`config.mk`:
```
export PLATFORM = sky130hd
export DESIGN_NAME = esc_watchdog
export DESIGN_NICKNAME = d
export VERILOG_FILES = /design/src/rtl/wdsup_pkg.sv /design/src/rtl/wdsup_tick_timer.sv /design/src/rtl/wdsup_holdoff.sv /design/src/rtl/esc_watchdog.sv
export SDC_FILE = /design/constraint.sdc
export NUM_CORES = 1
export LEC_CHECK = 0
export BUFFER_PORTS_ARGS = -buffer_cell sky130_fd_sc_hd__buf_4
export CORE_UTILIZATION = 60
export DETAILED_ROUTE_END_ITERATION = 12
export PLACE_DENSITY = 0.8
export SYNTH_ARGS = -nofsm -noshare
export SYNTH_HDL_FRONTEND = slang
export SYNTH_SLANG_ARGS = --single-unit
```
`constraint.sdc`:
```
create_clock -name clk -period 6.1 [get_ports clk]
set_clock_uncertainty 0.1 [all_clocks]
set_input_delay 0 -clock clk [delete_from_list [all_inputs] [get_ports clk]]
set_output_delay 0 -clock clk [all_outputs]
set_load 0.02 [all_outputs]
```
`src/rtl/wdsup_pkg.sv`:
```
package wdsup_pkg;

    typedef enum logic [2:0] {
        ST_WATCH  = 3'd0,
        ST_IRQ    = 3'd1,
        ST_NMI    = 3'd2,
        ST_REINIT = 3'd3,
        ST_OFF    = 3'd4
    } sup_state_t;

    typedef enum logic [1:0] {
        RK_NONE   = 2'd0,
        RK_RELOAD = 2'd1,
        RK_RESET  = 2'd2,
        RK_POWER  = 2'd3
    } rec_kind_t;

    typedef struct packed {
        logic reset;
        logic power;
        logic reload;
    } rec_cmd_t;

    function automatic rec_kind_t kind_max(rec_kind_t a, rec_kind_t b);
        return (a > b) ? a : b;
    endfunction

    function automatic rec_cmd_t kind_to_cmd(rec_kind_t k);
        rec_cmd_t c;
        c.reload = (k != RK_NONE);
        c.reset  = (k == RK_RESET);
        c.power  = (k == RK_POWER);
        return c;
    endfunction

endpackage

```
`src/rtl/wdsup_tick_timer.sv`:
```
module wdsup_tick_timer #(
    parameter int W = 16
) (
    input  logic         clk,
    input  logic         rst,
    input  logic         clr,
    input  logic         step,
    input  logic [W-1:0] limit,
    output logic         done
);
    logic [W-1:0] cnt;

    assign done = step && (cnt == limit - 1'b1);

    always_ff @(posedge clk) begin
        if (rst || clr) cnt <= '0;
        else if (step)  cnt <= cnt + 1'b1;
    end
endmodule

```
`src/rtl/wdsup_holdoff.sv`:
```
module wdsup_holdoff #(
    parameter int W     = 16,
    parameter int TICKS = 10000
) (
    input  logic clk,
    input  logic rst,
    input  logic load,
    input  logic tick,
    output logic idle
);
    logic [W-1:0] left;

    assign idle = (left == '0);

    always_ff @(posedge clk) begin
        if (rst)                left <= '0;
        else if (load)          left <= W'(TICKS);
        else if (tick && !idle) left <= left - 1'b1;
    end
endmodule

```
`src/rtl/esc_watchdog.sv`:
```
module esc_watchdog
    import wdsup_pkg::*;
#(
    parameter int CNT_W        = 16,
    parameter int PERIOD_TICKS = 1000,
    parameter int TRAVEL_TICKS = 20,
    parameter int MARGIN_TICKS = 50,
    parameter int REINIT_TICKS = 5000,
    parameter int HOLDOFF_TICKS = 10000,
    parameter int FAIL_LIMIT   = 8
) (
    input  logic       clk,
    input  logic       rst,
    input  logic       tick,
    input  logic       hb_mode,
    input  logic       okay,
    input  logic       link_fail,
    input  logic       rx_fail,
    input  logic       tx_fail,
    input  logic       rec_valid,
    input  logic [1:0] rec_kind,
    output logic       poll_strobe,
    output logic       irq_req,
    output logic       nmi_req,
    output logic       reset_req,
    output logic       pwrcyc_req,
    output logic       reload_req,
    output logic       unit_blocked,
    output logic       sup_blocked,
    output logic [7:0] rec_count,
    output logic       perm_fail
);
    localparam logic [CNT_W-1:0] RESP_L   = CNT_W'(TRAVEL_TICKS + MARGIN_TICKS);
    localparam logic [CNT_W-1:0] HB_L     = CNT_W'(PERIOD_TICKS + TRAVEL_TICKS + MARGIN_TICKS);
    localparam logic [CNT_W-1:0] PERIOD_L = CNT_W'(PERIOD_TICKS);
    localparam logic [CNT_W-1:0] REINIT_L = CNT_W'(REINIT_TICKS);
    localparam logic [7:0]       LIMIT_L  = 8'(FAIL_LIMIT);

    sup_state_t state, nstate;
    rec_kind_t  pend, pend_n;
    rec_cmd_t   cmd_q;
    logic       awaiting, awaiting_n;
    logic       poll_q;
    logic [7:0] cnt_q, cnt_inc;

    logic fault, fire, esc, strobe_c, ho_idle;
    logic st_step, st_clr, st_done;
    logic pc_step, pc_clr, pc_done;
    logic [CNT_W-1:0] st_limit;

    assign fault   = link_fail | rx_fail | tx_fail;
    assign cnt_inc = (cnt_q == 8'hFF) ? cnt_q : cnt_q + 8'd1;
    assign fire    = (pend != RK_NONE) && ho_idle &&
                     (state == ST_WATCH || state == ST_IRQ || state == ST_NMI);

    always_comb begin
        unique case (state)
            ST_WATCH:  st_limit = hb_mode ? HB_L : RESP_L;
            ST_REINIT: st_limit = REINIT_L;
            default:   st_limit = RESP_L;
        endcase
    end

    always_comb begin
        unique case (state)
            ST_WATCH:                 st_step = tick && (hb_mode || awaiting);
            ST_IRQ, ST_NMI, ST_REINIT: st_step = tick;
            default:                  st_step = 1'b0;
        endcase
    end

    always_comb begin
        nstate = state;
        esc    = 1'b0;
        if (fire) begin
            if (cnt_inc >= LIMIT_L)  nstate = ST_OFF;
            else if (pend >= RK_RESET) nstate = ST_REINIT;
            else                     nstate = ST_WATCH;
        end else begin
            unique case (state)
                ST_WATCH:  if ((st_done || fault) && !okay) nstate = ST_IRQ;
                ST_IRQ:    if (okay) nstate = ST_WATCH;
                           else if (st_done) nstate = ST_NMI;
                ST_NMI:    if (okay) nstate = ST_WATCH;
                           else if (st_done) begin
                               nstate = ST_WATCH;
                               esc    = 1'b1;
                           end
                ST_REINIT: if (st_done) nstate = ST_WATCH;
                default:   nstate = state;
            endcase
        end
    end

    always_comb begin
        pend_n = fire ? RK_NONE : pend;
        if (esc)       pend_n = kind_max(pend_n, RK_RESET);
        if (rec_valid) pend_n = kind_max(pend_n, rec_kind_t'(rec_kind));
    end

    assign pc_step  = tick && (state == ST_WATCH) && !hb_mode;
    assign pc_clr   = (state != ST_WATCH) || fire || (nstate != ST_WATCH) || pc_done;
    assign strobe_c = pc_done && (state == ST_WATCH) && !fire && (nstate == ST_WATCH);
    assign st_clr   = fire || (nstate != state) ||
                      ((state == ST_WATCH) && (strobe_c || okay));

    always_comb begin
        if (fire || state != ST_WATCH || nstate != ST_WATCH) awaiting_n = 1'b0;
        else if (strobe_c)                                  awaiting_n = 1'b1;
        else if (okay)                                      awaiting_n = 1'b0;
        else                                                awaiting_n = awaiting;
    end

    wdsup_tick_timer #(.W(CNT_W)) u_stage (
        .clk(clk), .rst(rst), .clr(st_clr), .step(st_step),
        .limit(st_limit), .done(st_done)
    );

    wdsup_tick_timer #(.W(CNT_W)) u_period (
        .clk(clk), .rst(rst), .clr(pc_clr), .step(pc_step),
        .limit(PERIOD_L), .done(pc_done)
    );

    wdsup_holdoff #(.W(CNT_W), .TICKS(HOLDOFF_TICKS)) u_holdoff (
        .clk(clk), .rst(rst), .load(fire), .tick(tick), .idle(ho_idle)
    );

    always_ff @(posedge clk) begin
        if (rst) begin
            state        <= ST_WATCH;
            pend         <= RK_NONE;
            awaiting     <= 1'b0;
            poll_q       <= 1'b0;
            cmd_q        <= '0;
            cnt_q        <= '0;
            unit_blocked <= 1'b0;
            sup_blocked  <= 1'b0;
        end else begin
            state    <= nstate;
            pend     <= pend_n;
            awaiting <= awaiting_n;
            poll_q   <= strobe_c;
            cmd_q    <= fire ? kind_to_cmd(pend) : '0;
            if (fire) cnt_q <= cnt_inc;
            if (link_fail)           unit_blocked <= 1'b1;
            else if (okay)           unit_blocked <= 1'b0;
            if (rx_fail || tx_fail)  sup_blocked  <= 1'b1;
            else if (okay)           sup_blocked  <= 1'b0;
        end
    end

    assign poll_strobe = poll_q;
    assign irq_req     = (state == ST_IRQ);
    assign nmi_req     = (state == ST_NMI);
    assign reset_req   = cmd_q.reset;
    assign pwrcyc_req  = cmd_q.power;
    assign reload_req  = cmd_q.reload;
    assign rec_count   = cnt_q;
    assign perm_fail   = (state == ST_OFF);
endmodule

```
Yosys cells after proc, flatten, opt, wreduce, memory -nomap -nowiden
Index checks and enable logic that the tools add are counted.
{"block": "totals", "regBits": 68, "input_bits": 11, "out_inout_bits": 17, "elab_cells": 108}
{"block": "classes", "add_sub_neg": 5, "magnitude_cmp": 4, "n_eq_ne": 10, "mux": 28, "bitwise": 3, "reduce_logical": 44}
{"operator": "adder 16 x 1 -> 16 bit (second input constant)", "n": 2}
{"operator": "two-way mux 14 bit", "n": 2}
{"operator": "case mux 13 bit (2 select lines)", "n": 1}
{"operator": "two-way mux 3 bit", "n": 7}
{"operator": "equality test 16 x 10 -> 1 bit (second input constant)", "n": 1}
{"operator": "equality test 16 bit", "n": 1}
{"operator": "logical NOT 16 bit", "n": 1}
{"operator": "subtractor 16 x 1 -> 16 bit (second input constant)", "n": 1}
{"operator": "subtractor 13 x 1 -> 14 bit (second input constant)", "n": 1}
{"operator": "logical AND 1 bit", "n": 13}
{"operator": "logical OR 1 bit", "n": 13}
{"operator": "two-way mux 2 bit", "n": 6}
{"operator": "case mux 3 bit (4 select lines)", "n": 1}
{"operator": "two-way mux 11 bit", "n": 1}
{"operator": "nonzero test 2 bit", "n": 5}
{"operator": "adder 8 x 1 -> 8 bit (second input constant)", "n": 1}
{"operator": "equality test 8 bit (second input constant)", "n": 1}
{"operator": "greater-or-equal comparator 8 x 4 -> 1 bit (second input constant)", "n": 1}
{"operator": "two-way mux 1 bit", "n": 8}
{"operator": "two-way mux 8 bit", "n": 1}
{"operator": "equality test 3 x 2 -> 1 bit (second input constant)", "n": 2}
{"operator": "logical NOT 3 bit", "n": 2}
{"operator": "nonzero test 3 bit", "n": 2}
{"operator": "OR reduction 2 bit", "n": 3}
{"operator": "12 further kinds", "n": 17}

Longest topological paths before layout
Gate-level depths: netlist (run 1).
{"block": "depth", "word_depth": 16, "depth_mapped": 14, "depth_no_buf": 14}

Cells and area by module
From an unflattened synthesis (run 1), not the netlist that was laid out.
{"block": "hier_totals", "cells_unflattened": 586, "area_unflattened_um2": 4682.0}
{"module": "wdsup_tick_timer", "instances": 2, "cells_each": 162, "area_each_um2": 1253.7, "seq_area_each_um2": 320.3}
{"module": "esc_watchdog", "instances": 1, "cells_each": 153, "area_each_um2": 1227.4, "seq_area_each_um2": 400.4}
{"module": "wdsup_holdoff", "instances": 1, "cells_each": 109, "area_each_um2": 947.2, "seq_area_each_um2": 320.3}

Worst setup path after synthesis (run 1)
Ideal clock, no wire load.
{"block": "synth_path", "kind": "register to register", "startpoint": "register state[0]", "endpoint": "register pend[0]", "setup_ns": 0.122, "arrival_ns": 2.921, "required_ns": 5.878, "slack_ns": 2.957, "stages_incl_launch_ff": 15, "n_path_buf": 0, "period_less_slack_ns": 3.143, "path_cell_list": "dfxtp_1 or4b_4 and2_4 ha_1 xor2_1 nand3_1 nor3_4 and3_1 o21ai_0 inv_1 ha_1 nor2b_1 o21ai_0 a21o_1 o21ai_0"}
{"block": "synth_between", "elab_chain_len": 13, "elab_cells_between_ends": 24, "cone_classes": "1 x add/sub; 2 x order compare; 4 x eq/ne; 11 x mux; 6 x reduce/logical"}
{"item": "start, declared", "line": "esc_watchdog.sv:39", "rtl": "sup_state_t state, nstate;"}
{"item": "start signal, assigned", "line": "esc_watchdog.sv:139", "rtl": "state <= nstate;"}
{"item": "equality test 3 x 2 -> 1 bit or logical NOT 3 bit (tied branches)", "line": "esc_watchdog.sv:57, esc_watchdog.sv:65, esc_watchdog.sv:54"}
{"item": "case mux 13 bit (2 select lines)", "line": "esc_watchdog.sv:57", "rtl": "unique case (state)"}
{"item": "subtractor 13 x 1 -> 14 bit", "line": "wdsup_tick_timer.sv:13", "rtl": "assign done = step && (cnt == limit - 1'b1);"}
{"item": "equality test 16 bit", "line": "wdsup_tick_timer.sv:13"}
{"item": "logical AND 1 bit", "line": "wdsup_tick_timer.sv:13"}
{"item": "two-way mux 1 bit", "line": "esc_watchdog.sv:85", "rtl": "else if (st_done) begin"}
{"item": "two-way mux 1 bit", "line": "esc_watchdog.sv:84", "rtl": "ST_NMI: if (okay) nstate = ST_WATCH;"}
{"item": "two-way mux 1 bit", "line": "esc_watchdog.sv:80", "rtl": "unique case (state)"}
{"item": "two-way mux 1 bit", "line": "esc_watchdog.sv:75", "rtl": "if (fire) begin"}
{"item": "two-way mux 2 bit *", "line": "esc_watchdog.sv:97", "rtl": "if (esc) pend_n = kind_max(pend_n, RK_RESET);"}
{"item": "> comparator 2 bit", "line": "wdsup_pkg.sv:25", "rtl": "return (a > b) ? a : b;"}
{"item": "two-way mux 2 bit", "line": "wdsup_pkg.sv:25"}
{"item": "two-way mux 2 bit *", "line": "esc_watchdog.sv:98", "rtl": "if (rec_valid) pend_n = kind_max(pend_n, rec_kind_t'(rec_kind));"}
{"item": "end signal, assigned", "line": "esc_watchdog.sv:140", "rtl": "pend <= pend_n;"}
{"item": "end, declared", "line": "esc_watchdog.sv:40", "rtl": "rec_kind_t pend, pend_n;"}
Mark *: on every way between the ends. The rest lies on a longest branch, timed or not.
A chain may end at the register's enable or synchronous reset.

Worst setup path in the final report (run 1)
{"block": "layout_path", "startpoint": "register state[0]", "endpoint": "register pend[1]"}
The elaborated chain is that of the path after synthesis.

==> results of run 1 <==
==> per-layer routing <==
layer	vias up	routed length (um)	share of wire, %	global-route usage (%)
li1	1566	-	-	-
met1	1486	3570	47	33.5
met2	51	3610	48	43.4
met3	18	245	3.2	5.60
met4	0	172	2.3	13.6
met5	-	0	0	0
==> registers in the layout, indices dropped and copies added (netlist names) <==
name            cells
u_holdoff.left     16
u_period.cnt       16
u_stage.cnt        16
rec_count           8
state               3
pend                2
awaiting            1
poll_strobe         1
pwrcyc_req          1
reload_req          1
reset_req           1
sup_blocked         1
unit_blocked        1
==> logic make-up (layout without fill, tap and decap cells) <==
| logic type | after synthesis | in the layout | share of synthesized area, % |
|---|---|---|---|
| buffers and inverters | 28 | 67 | 3.50 |
| AND/OR/NAND/NOR | 215 | 215 | 33.4 |
| adder cells (fa/ha/maj) | 8 | 8 | 2.78 |
| AO/OA/AOI/OAI | 47 | 47 | 8.99 |
| multiplexers | 7 | 7 | 1.98 |
| flip-flops | 68 | 68 | 37.8 |
| XOR/XNOR | 47 | 47 | 11.6 |
==> power by group through the flow <==
| stage | Sequential, W | Combinational (W) | Clock, W |
|---|---|---|---|
| 2_1_floorplan | 0.000571 | 0.000458 | 0 |
| 3_3_place_gp | 0.000583 | 0.000525 | 0 |
| 3_5_place_dp | 0.000586 | 0.000538 | 0 |
| 4_1_cts | 0.000577 | 0.000550 | 0.000360 |
| 5_1_grt | 0.000588 | 0.000613 | 0.000380 |
| 6_report | 0.000579 | 0.000547 | 0.000352 |
==> layout by cell type (no fill, tap or decap), types with 9 or more instances in the layout <==
cell type | netlist | layout
nand2_1 | 26 | 26
or3_1 | 9 | 9
nor2_1 | 48 | 48
buf_4 | 1 | 28
nand3_1 | 21 | 21
nor3_1 | 41 | 41
o21ai_0 | 10 | 10
dlygate4sd3_1 | 0 | 12
inv_1 | 11 | 11
dfxtp_1 | 68 | 68
xor2_1 | 24 | 24
xnor2_1 | 22 | 22
clkbuf_8 | 0 | 9
nor3_2 | 9 | 9
a21oi_1 | 12 | 12
==> layout make-up <==
type / count / area share (%)
clock buffers: 11 / 3.18
flip-flops and latches: 68 / 33.0
multi-input cells: 324 / 51.3
repair buffers: 40 / 8.01
well taps: 72 / 2.18
inverters: 11 / 1.00
clock inverters: 5 / 1.27
==> worst paths after layout <==
path	end	start
max	pend[1]	state[0]
min reg2reg	reset_req	pend[0]
max reg2reg	pend[1]	state[0]
min	state[0]	rx_fail
==> metrics by stage <==
| step | setup slack, ns | util, % | instances | power (W) |
|---|---|---|---|---|
| 4_1_cts | 2.07 | 73.1 | 531 | 0.00149 |
| 2_1_floorplan | 2.96 | - | 420 | 0.00103 |
| 6_report | 2.06 | 73.1 | 531 | 0.00148 |
| 3_5_place_dp | 2.46 | 67.7 | 503 | 0.00112 |
| 5_1_grt | 1.87 | 73.1 | 531 | 0.00158 |
| 3_3_place_gp | 2.68 | 67.7 | 503 | 0.00111 |
==> critical path, delay by kind of cell (launching register included) <==
family                     cells  cell delay [ns]
AOI/OAI and AO/OA              2             0.22
xor gates and xnor gates       1             0.15
adders and majority gates      2             0.51
buffers and inverters          1             0.57
DFF                            1             0.47
and+or+nand+nor                6             1.95
==> impl_metrics.toml, run 1 <==
[cells_and_area]
final_net_count = 473
fillCellCount = 422
stdcell_area_mm2 = 0.00413
drive_above_1_share_pct = 14.6
antenna_cells = 0
seq_area_mm2 = 0.00136
area_growth_pct = 14.4
multi_input_area_mm2 = 0.00212

[clocking]
path_clk_slew_ns = 0.07
cts_tree = "done"
hold_buffers = 12
cts-htree-levels = 3
clkLatencyLatePin_ns = 0.34
cts_made_buffers = 9
cts.sinks = 68
cts_root_buf = "clkbuf_8"
clockBufferDepth = 2
cts_setup_buffers = 0
cts_resized = 0

[yosys]
synthTopCellsByCount = "dfxtp_1, nor2_1, nor3_1"
synth_fp_nets = 439
synthTopCellsByArea = "dfxtp_1, xor2_1, nor3_1, xnor2_1, nor2_1"
avgSynthCellArea_um2 = 8.59
ys_seq_elements = 68
synth_edf_count = 0
yosys.area.top_type = "dfxtp_1"
yosys.area.top_type_share_pct = 37.8
ys_seq_area_share_pct = 37.8
synth.most_common_cell = "dfxtp_1"
netlist_instances = 420
synth_area_mm2 = 0.00361
ys_warn_count = 0
synthFlopType = "dfxtp_1"
async_flop_share_pct = 0
synth_cell_type_count = 56

[timing]
fin_crit_sh_pct = 66.2
period_minus_slack_ns = 4.04
rsz0062_at_grt = "no"
drv_slew = 0
hold_viol = 0
fmax_mhz = 248
tns_ns = 0
setup_viol_count_final = 0
holdWs_ns = 0.141
tightest_slew_ns = 1.18
slew_headroom_pct = 20.8

[power]
clockPowerShare_pct = 23.8
switching_share_pct = 38.2
combinationalPowerShare_pct = 37.0
netSwitchingPower_w = 0.000565
power_per_cell_area_mw_per_mm2 = 358
internal-power_w = 0.000913
power.leakage_nw = 1.53
pwr-share-seq_pct = 39.1
peakVddDrop_uv = 257

[floorplan]
placeableCoreArea_mm2 = 0.00564
die_h_um = 79.5
die_x_um = 79.5
die_area_mm2 = 0.00632
initial_core_util_pct = 63.9
ios = 28
num_rows = 27

[worst_hold_path]
min_path_cells = 6
hp-class = "input pin to flip-flop"

[outcome]
status = "complete, no violations"

[critical_path]
slowest_delay_ns = 0.60
crit_fanout = 15
critPathRequiredTime_ns = 6.29
start_kind = "flip-flop"
worst-setup-path-type = "flip-flop to flip-flop"
cpMostUsedCell = "ha_1"
cp.arrival_ns = 4.22
r2r_cells = 12
rrSetupSlack_ns = 2.06
endpoint_kind = "flip-flop"
slowest_stage = "or4b_4"
worstPathCellList = "or4b_4 -> and2_4 -> ha_1 -> xor2_1 -> nand3_1 -> nor3_4 -> and3_1 -> o21ai_0 -> ha_1 -> or3b_2 -> o31ai_1 -> dlygate4sd3_1"

[route]
drc = 0
vias_per_cell = 5.88
num_vias = 3121
firstDrtPassIters = 4
wl_mm = 7.60
drtAntennaViolNets = 0
wl_per_cell_um = 14.3
drtIter0Drc = 202

[placement]
globalplace.congestion = 0.866
placed_cell_area_mm2 = 0.00382
port_buffers = 27
place.detailed.hpwl_mm = 5.04

[global_routing]
grt_antenna_before_repair = 0
grt_pass1_vias = 2979
gr-total-overflow = 0
grt_pass1_wl_mm = 13.3
track_usage_pct = 26.8
grt_max_degree = 27

[flow_run]
maxCapViolCount = 0
No activity file was read; power rests on OpenSTA's default activity.
==> run 2: changes to the inputs <==
Settings changed: CORE_UTILIZATION 60 to 54, PLACE_DENSITY 0.8 to 0.76.
Clock period 6.1 ns to 3.7 ns, I/O delays scaled along.
==> run 2 against run 1 <==
Net effect: design area rose by 3.5%; worst hold slack got worse by 0.060 ns; sequential power rose by 63%; die area rose by 11%; largest cell class unchanged; cell count rose by 1.7%; count of clock-buffer cells in the layout fell by 1; highest routed layer unchanged; critical path type unchanged; register-to-register slack got worse by 1.7 ns; critical path depth rose by 2; maximum frequency rose by 21%; sequential share of layout area fell by 1.1 points.
==> impl_metrics.toml, run 2 (synthesis results as in run 1) <==
[critical_path]
rr_startpoint = "state[2]"
start_kind = "flip-flop"
worst-setup-path-type = "flip-flop to flip-flop"
reg2reg_to = "pend[0]"
endpoint_kind = "flip-flop"
slowest_stage = "or4b_4"
cpMostUsedCell = "o21ai_0"
path_buf_inv = 1
worstPathCellList = "or4b_4 -> and2_4 -> ha_1 -> xor2_1 -> nand3_1 -> nor3_4 -> and3_1 -> o21ai_0 -> inv_1 -> ha_1 -> nor2b_1 -> o21ai_0 -> a21o_1 -> o21ai_0"
rrSetupSlack_ns = 0.35
slowest_delay_ns = 0.54
r2r_cells = 14
critPathTopFamily = "simple AND/OR/NAND/NOR gates"
critPathRequiredTime_ns = 3.84
crit_fanout = 5
cp.arrival_ns = 3.49

[route]
drtAntennaViolNets = 0
drtIter0Drc = 135
wl_mm = 7.55
vias_per_cell = 5.73
firstDrtPassIters = 4
num_vias = 3094
wl_per_cell_um = 14.0
drc = 0

[timing]
hold_viol = 0
fin_crit_sh_pct = 90.4
tightest_slew_ns = 0.900
drv_slew = 0
rsz0062_at_grt = "no"
fmax_mhz = 299
slew_headroom_pct = 40.0
tns_ns = 0
setup_viol_count_final = 0
period_minus_slack_ns = 3.35

[global_routing]
gr-total-overflow = 0
grt_pass1_vias = 2987
grt_antenna_before_repair = 0
grt_max_degree = 27
grt_pass1_wl_mm = 13.1
track_usage_pct = 22.7

[floorplan]
die_area_mm2 = 0.00701
die_h_um = 83.7
placeableCoreArea_mm2 = 0.00639
num_rows = 29
ios = 28
initial_core_util_pct = 56.5
die_x_um = 83.7

[placement]
port_buffers = 27
place.detailed.hpwl_mm = 5.05
globalplace.congestion = 0.846

[cells_and_area]
final_common_cell = "dfxtp_1"
layout_common_cells = "dfxtp_1, nor2_1, nor3_1"
drive_above_1_share_pct = 16.0
antenna_cells = 0
finish.utilization_pct = 66.9
reg_top3 = "u_holdoff.left x16, u_period.cnt x16, u_stage.cnt x16"
final_net_count = 477
area_growth_pct = 18.5

[worst_hold_path]
hold_start = "rec_kind[1]"
hold_path_end = "pend[1]"
min_path_cells = 5
hp-class = "input pin to flip-flop"

[flow_run]
maxCapViolCount = 0

[clocking]
cts_tree = "done"
cts_made_buffers = 9
cts.sinks = 68
clockBufferDepth = 2
cts-htree-levels = 3
cts_root_buf = "clkbuf_8"
clkLatencyLatePin_ns = 0.35
cts_resized = 0
path_clk_slew_ns = 0.08
hold_buffers = 11
cts_setup_buffers = 0

[power]
peakVddDrop_uv = 486
power.leakage_nw = 1.60
power_per_cell_area_mw_per_mm2 = 649

[outcome]
status = "complete, no violations"
-- run 2: cell types whose count changed in the layout (fill, tap and decap cells not counted), sizes merged --
cell and delta:
bufinv +4, clkinv -2, dlygate4sd3 -1, buf +5
clkbuf -1, clkinvlp -1
-- run 2: power by group --
part / internal [W] / switching, W
Clock: 0.000604 / 0.000296
Sequential: 0.000835 / 0.000106
Combinational: 0.000374 / 0.000556
Total: 0.00181 / 0.000958
-- run 2: worst max-delay path by stage --
stage / from / to / cells past startpoint
final: state[2] / pend[0] / 14
after global routing: state[2] / pend[0] / 14
after CTS: state[2] / pend[0] / 14
after detailed placement: state[2] / pend[0] / 14
after global placement: state[2] / pend[0] / 14
after floorplan: state[0] / pend[0] / 14
-- run 2: worst min-delay path: cells and delay by family --
kind,cells,cell delay (ns)
buf+inv,2,0.19
fa+ha+maj,1,0.14
simple gates,1,0.10
compound gates,1,0.05
-- run 2: metrics by stage --
| step | hold slack, ns | worst slack [ns] | power, W | cell area [um^2] | instances |
|---|---|---|---|---|---|
| detailed placement | 0.128 | 0.352 | 0.00187 | 3860 | 513 |
| finish | 0.0813 | 0.354 | 0.00277 | 4270 | 540 |
| global route | 0.0968 | 0.149 | 0.00294 | 4270 | 540 |
| CTS | 0.0758 | 0.347 | 0.00278 | 4270 | 540 |
| floorplan | 0.00541 | 0.557 | 0.00170 | 3610 | 420 |
| global placement | 0.118 | 0.472 | 0.00184 | 3860 | 513 |
-- run 2: layout make-up --
class | instances | area (um^2)
Clock buffer | 10 | 138
Clock inverter | 6 | 159
Fill cell | 520 | 2110
Inverter | 11 | 41.3
Multi-Input combinational cell | 324 | 2120
Sequential cell | 68 | 1360
Tap cell | 77 | 96.3
Timing Repair Buffer | 44 | 358
-- run 2: routing by layer --
metal	GRT usage (%)	vias to the layer above	share of wire, %	wire length [um]
met1	26.9	1472	47	3530
met2	41.2	42	49	3700
met4	6.78	0	1.4	102
met3	4.65	12	2.9	218
met5	0	-	0	0
li1	-	1568	-	-
